[src/rtl/od_rep_pkg.sv]
package od_rep_pkg;

  typedef enum logic [1:0] {
    RP_IDLE  = 2'd0,
    RP_WAIT  = 2'd1,
    RP_HOLD  = 2'd2,
    RP_PULSE = 2'd3
  } rep_state_e;

  typedef enum logic {
    SIDE_HOST = 1'b0,
    SIDE_CARD = 1'b1
  } rep_side_e;

endpackage

[src/rtl/od_line_sync.sv]
module od_line_sync #(
  parameter int STAGES = 2
) (
  input  logic clk,
  input  logic rst_n,
  input  logic din,
  output logic lvl,
  output logic fall
);
  logic [STAGES-1:0] sh;
  logic              prev;

  // Lines idle high, so the chain resets to 1 to avoid a false edge.
  always_ff @(posedge clk or negedge rst_n) begin
    if (!rst_n) begin
      sh   <= '1;
      prev <= 1'b1;
    end else begin
      sh   <= {sh[STAGES-2:0], din};
      prev <= sh[STAGES-1];
    end
  end

  assign lvl  = sh[STAGES-1];
  assign fall = prev & ~lvl;
endmodule

[src/rtl/od_rep_timer.sv]
module od_rep_timer #(
  parameter int CW = 6
) (
  input  logic          clk,
  input  logic          rst_n,
  input  logic          load,
  input  logic [CW-1:0] load_val,
  output logic          zero
);
  logic [CW-1:0] cnt;

  always_ff @(posedge clk or negedge rst_n) begin
    if (!rst_n)          cnt <= '0;
    else if (load)       cnt <= load_val;
    else if (cnt != '0)  cnt <= cnt - 1'b1;
  end

  assign zero = (cnt == '0);
endmodule

[src/rtl/od_rep_ctrl.sv]
module od_rep_ctrl
  import od_rep_pkg::*;
#(
  parameter int FALL_DLY  = 50,
  parameter int PULSE_LEN = 25
) (
  input  logic clk,
  input  logic rst_n,
  input  logic enable,
  input  logic host_lvl,
  input  logic host_fall,
  input  logic card_lvl,
  input  logic card_fall,
  output logic host_pull,
  output logic host_drv,
  output logic card_pull,
  output logic card_drv
);
  localparam int MAXV = (FALL_DLY > PULSE_LEN) ? FALL_DLY : PULSE_LEN;
  localparam int CW   = $clog2(MAXV + 1);

  rep_state_e state, state_nx;
  rep_side_e  master, master_nx;
  logic       tmr_load, tmr_zero;
  logic [CW-1:0] tmr_val;
  logic       master_lvl;

  assign master_lvl = (master == SIDE_HOST) ? host_lvl : card_lvl;

  always_comb begin
    state_nx  = state;
    master_nx = master;
    tmr_load  = 1'b0;
    tmr_val   = CW'(FALL_DLY - 1);
    if (!enable) begin
      state_nx = RP_IDLE;
    end else begin
      unique case (state)
        RP_IDLE: begin
          // host wins a tie
          if (host_fall) begin
            state_nx  = RP_WAIT;
            master_nx = SIDE_HOST;
            tmr_load  = 1'b1;
          end else if (card_fall) begin
            state_nx  = RP_WAIT;
            master_nx = SIDE_CARD;
            tmr_load  = 1'b1;
          end
        end
        RP_WAIT: begin
          if (master_lvl)    state_nx = RP_IDLE;
          else if (tmr_zero) state_nx = RP_HOLD;
        end
        RP_HOLD: begin
          if (master_lvl) begin
            state_nx = RP_PULSE;
            tmr_load = 1'b1;
            tmr_val  = CW'(PULSE_LEN - 1);
          end
        end
        RP_PULSE: begin
          if (tmr_zero) state_nx = RP_IDLE;
        end
        default: state_nx = RP_IDLE;
      endcase
    end
  end

  always_ff @(posedge clk or negedge rst_n) begin
    if (!rst_n) begin
      state  <= RP_IDLE;
      master <= SIDE_HOST;
    end else begin
      state  <= state_nx;
      master <= master_nx;
    end
  end

  od_rep_timer #(.CW(CW)) u_timer (
    .clk      (clk),
    .rst_n    (rst_n),
    .load     (tmr_load),
    .load_val (tmr_val),
    .zero     (tmr_zero)
  );

  // The slave is the side opposite the master.
  assign card_pull = (state == RP_HOLD)  && (master == SIDE_HOST);
  assign card_drv  = (state == RP_PULSE) && (master == SIDE_HOST);
  assign host_pull = (state == RP_HOLD)  && (master == SIDE_CARD);
  assign host_drv  = (state == RP_PULSE) && (master == SIDE_CARD);

  assert_one_side_pull_R10: assert property (@(posedge clk) disable iff (!rst_n)
    !(host_pull && card_pull));

  assert_no_fight_R10: assert property (@(posedge clk) disable iff (!rst_n)
    !(host_pull && host_drv) && !(card_pull && card_drv));

  assert_pulse_follows_hold_R4: assert property (@(posedge clk) disable iff (!rst_n)
    $rose(card_drv) |-> $past(card_pull));

  assert_card_pull_needs_low_host_R2: assert property (@(posedge clk) disable iff (!rst_n)
    $rose(card_pull) |-> !$past(host_lvl));

  assert_host_pull_needs_low_card_R3: assert property (@(posedge clk) disable iff (!rst_n)
    $rose(host_pull) |-> !$past(card_lvl));
endmodule

[src/rtl/od_line_repeater.sv]
module od_line_repeater #(
  parameter int SYNC_STAGES = 2,
  parameter int FALL_DLY    = 50,
  parameter int PULSE_LEN   = 25
) (
  input  logic clk,
  input  logic rst_n,
  input  logic enable,
  input  logic host_in,
  input  logic card_in,
  output logic host_pull_lo,
  output logic host_drive_hi,
  output logic card_pull_lo,
  output logic card_drive_hi
);
  localparam int NSIDE = 2;

  logic [NSIDE-1:0] raw, lvl, fall;
  logic c_host_pull, c_host_drv, c_card_pull, c_card_drv;

  assign raw = {card_in, host_in};

  for (genvar g = 0; g < NSIDE; g++) begin : g_sync
    od_line_sync #(.STAGES(SYNC_STAGES)) u_sync (
      .clk  (clk),
      .rst_n(rst_n),
      .din  (raw[g]),
      .lvl  (lvl[g]),
      .fall (fall[g])
    );
  end

  od_rep_ctrl #(.FALL_DLY(FALL_DLY), .PULSE_LEN(PULSE_LEN)) u_ctrl (
    .clk      (clk),
    .rst_n    (rst_n),
    .enable   (enable),
    .host_lvl (lvl[0]),
    .host_fall(fall[0]),
    .card_lvl (lvl[1]),
    .card_fall(fall[1]),
    .host_pull(c_host_pull),
    .host_drv (c_host_drv),
    .card_pull(c_card_pull),
    .card_drv (c_card_drv)
  );

  assign card_pull_lo  = ~enable | c_card_pull;
  assign card_drive_hi = enable & c_card_drv;
  assign host_pull_lo  = enable & c_host_pull;
  assign host_drive_hi = enable & c_host_drv;

  assert_disable_drops_xfer_R8: assert property (@(posedge clk) disable iff (!rst_n)
    !enable |=> !(c_host_pull || c_host_drv || c_card_pull || c_card_drv));
endmodule

[config.mk]
export PLATFORM = sky130hd
export DESIGN_NAME = od_line_repeater
export DESIGN_NICKNAME = d
export VERILOG_FILES = /design/src/rtl/od_rep_pkg.sv /design/src/rtl/od_line_sync.sv /design/src/rtl/od_rep_timer.sv /design/src/rtl/od_rep_ctrl.sv /design/src/rtl/od_line_repeater.sv
export SDC_FILE = /design/constraint.sdc
export NUM_CORES = 1
export LEC_CHECK = 0
export BUFFER_PORTS_ARGS = -buffer_cell sky130_fd_sc_hd__buf_4
export CORE_UTILIZATION = 45
export CTS_CLUSTER_DIAMETER = 150
export DETAILED_ROUTE_END_ITERATION = 7
export HOLD_SLACK_MARGIN = 0.08
export SLEW_MARGIN = 20
export SYNTH_ARGS = -nofsm -noshare
export SYNTH_HDL_FRONTEND = slang
export SYNTH_HIERARCHICAL = 1
export SYNTH_SLANG_ARGS = --single-unit
[constraint.sdc]
create_clock -name clk -period 3.9 [get_ports clk]
set_input_delay 0.78 -clock clk [delete_from_list [all_inputs] [get_ports clk]]
set_output_delay 0.78 -clock clk [all_outputs]
set_load 0.05 [all_outputs]
==> results.json <==
{
  "yosys.area_share.xor_xnor_pct": 3.08,
  "yosysSeqAreaShare_pct": 44.9,
  "number_of_nets_in_the_final_layout": 101,
  "post_synth_instance_area_sq_um": 853,
  "highest_layer": "met4",
  "worstReg2RegEnd": "u_ctrl/u_timer/cnt[0]",
  "routed_wl_um": 1350,
  "cts.repair_timing.setup_buffer_count": 0,
  "ir_drop_v": 0.000270,
  "cts_max_path_buffers": 2,
  "cts-hold-fix-buffers": 0,
  "timing.critical_path.from_type": "register",
  "timing.final.crit_share_pct": 59.0,
  "drtPass1Iterations": 4,
  "cts_made_buffers": 3,
  "dp.cells": 114,
  "unrepaired_setup_endpoints_after_global_routing": "no",
  "initial_core_util_pct": 48.9,
  "core_region_area_sq_um": 1750,
  "worst_setup_path_end_kind": "output port",
  "count_of_mapped_cells_out_of_synthesis": 82,
  "routed-wl-met2_um": 558,
  "detail_route.wirelength.met1_um": 707,
  "route.detailed.drc": 0,
  "cp_cell_instances": "nor2b_1 > and2_2 > and2_1 > buf_4",
  "slowest_stage": "dfrtp_1",
  "groute.usage.overall_pct": 15.2,
  "slew_violations": 0,
  "layout.cells.non_filler": 118,
  "synth-async-reset-ratio_pct": 100,
  "synth-seq-cells": 15,
  "worst_r2r_path_depth": 6,
  "dpl.hpwl_um": 958,
  "cp_num_buf_inv": 1,
  "yosysUniqueCellTypes": 35,
  "chipHeight_um": 45.5,
  "syn_to_final_growth_pct": 14.1,
  "synthSimpleGateAreaFrac_pct": 25.4,
  "postPlaceCellArea_sq_um": 943,
  "critPathMaxFanout": 9,
  "clk_latency_ns": 0.28,
  "dr.first_iter.drc_count": 14,
  "grt_pass1_wl_um": 2180,
  "critical_path_s_largest_stage_delay_ns": 0.50,
  "synth-compound-area-share_pct": 13.9,
  "total_leakage_power_nw": 0.426,
  "wl_per_cell_um": 11.4,
  "worst_ep_required_time_ns": 3.12,
  "timing.fmax_mhz": 435,
  "postSynthAreaPerCell_sq_um": 10.4,
  "cts.reportedPaths.clkPinSlew_ns": 0.09,
  "n_fill_cell": 167,
  "power_per_cell_area_nw_per_um2": 537,
  "grt_antenna_before_repair": 0,
  "report.power.total_w": 0.000523,
  "row_count": 15,
  "synth_top_family_by_area": "simple AND/OR/NAND/NOR gates",
  "mostFrequentLayoutCells": "buf_4, dfrtp_1, nand2_1, dfstp_2, inv_1",
  "worst_path_dominant_cell_family": "simple AND/OR/NAND/NOR gates",
  "synth_enable_flop_cells": 0,
  "outcome": "finished clean",
  "critical_path_class": "reg -> out",
  "globalRoute.totalOverflow": 0,
  "htree_num_levels": 1,
  "reg2reg_slack_ns": 2.13,
  "worst-endpoint-arrival_ns": 1.52,
  "setup_viol": 0,
  "layout_cell_area_excl_fill_sq_um": 973,
  "finClkSkew_ns": 0.00105,
  "drv_cap": 0,
  "clock_sink_count": 15,
  "min-delay-path-class": "in -> async",
  "dp_worst_setup_slack_ns": 1.89,
  "grt_start_max_net_pins": 16,
  "root_buffer_cell": "clkbuf_4",
  "die_x_um": 45.5,
  "post-route-worst-setup-slack_ns": 1.60,
  "synth_flop_cell": "dfrtp_1",
  "grt_pass1_vias": 498,
  "muxShareOfSynthArea_pct": 4.11,
  "r2r-start": "g_sync[0].u_sync/prev",
  "numPortBuffers": 8,
  "yosys_warnings": 6,
  "timing.final.hold_violations": 0,
  "ant_nets": 0,
  "share_of_synthesized_cell_area_in_full_adder_half_adder_and_majority_cells_pct": 2.93,
  "gp_congestion": 0.761,
  "detail_route.vias_per_cell": 5.08,
  "drive_above_1_share_pct": 36.6,
  "cts_resized": 0,
  "insertedDiodeCount": 0,
  "die_area_sq_um": 2070,
  "cts_tree": "yes",
  "via_count": 599,
  "minimum_clock_period_after_layout_ns": 2.30,
  "timing.setup.tns_ns": 0,
  "floorplan.io_pins": 9,
  "route.met3.wl_um": 68
}
## kinds of logic after synthesis
group	Yosys count
other	2
adders and majority gates	2
xor gates and xnor gates	3
and+or+nand+nor	34
buffers and inverters	9
AOI/OAI and AO/OA	14
muxes	3
DFF	15
## metal layers
| layer | vias up | GRT usage [%] |
|---|---|---|
| met4 | 0 | 9.09 |
| met1 | 275 | 23.3 |
| met3 | 2 | 2.38 |
| li1 | 299 | - |
| met5 | - | 0 |
| met2 | 23 | 19.4 |
## through the flow
| step | hold WS, ns | utilization [%] |
|---|---|---|
| 3_3_place_gp | 0.345 | 54.1 |
| 5_1_grt | 0.326 | 55.8 |
| 6_report | 0.330 | 55.8 |
| 2_1_floorplan | 0.345 | - |
| 3_5_place_dp | 0.347 | 54.1 |
| 4_1_cts | 0.318 | 55.8 |
## layout make-up
cell class,instances,area [sq um],area share [%]
Clock buffer,3,22.5,2.31
Timing Repair Buffer,9,67.6,6.94
Clock inverter,1,7.51,0.771
Tap cell,25,31.3,3.21
Inverter,6,22.5,2.31
Multi-Input combinational cell,59,439,45.1
Sequential cell,15,383,39.3
## worst max-delay path by stage
stage                       endpoint             from  depth (start not counted)
2_1_floorplan  u_ctrl/u_timer/cnt[0]           enable                          4
3_3_place_gp            host_pull_lo           enable                          3
3_5_place_dp            host_pull_lo           enable                          3
4_1_cts                 host_pull_lo  u_ctrl/state[1]                          4
5_1_grt                 host_pull_lo  u_ctrl/state[1]                          4
6_report                host_pull_lo  u_ctrl/state[1]                          4
## where the power goes
part / switching [W] / internal, W / leakage, nW
clock network: 0.0000533 / 0.0000389 / 0.0139
logic: 0.0000893 / 0.0000958 / 0.238
registers: 0.0000491 / 0.000197 / 0.174
## registers in the layout (all words and copies together), names as in the netlist
signal,cells
g_sync.u_sync/prev,2
u_ctrl/master,1
g_sync.u_sync/sh,4
u_ctrl/u_timer/cnt,6
u_ctrl/state,2
## cells in the mapped netlist, types with 2 or more instances
library cell  number  area, sq um
and2_1             3         18.8
dfstp_2            6          158
xnor2_1            3         26.3
a21oi_1            4         20.0
nor3_1             2         10.0
dfrtp_1            9          225
mux2i_1            2         20.0
nor3b_1            2         15.0
nor2b_4            2         27.5
nand2b_1           2         12.5
o31ai_1            3         22.5
and3_2             2         15.0
inv_1              6         22.5
conb_1             2         7.51
ha_1               2         25.0
nor2_1             5         18.8
clkbuf_1           2         7.51
nand2_1            8         30.0
No activity file was read; power rests on OpenSTA's default activity.
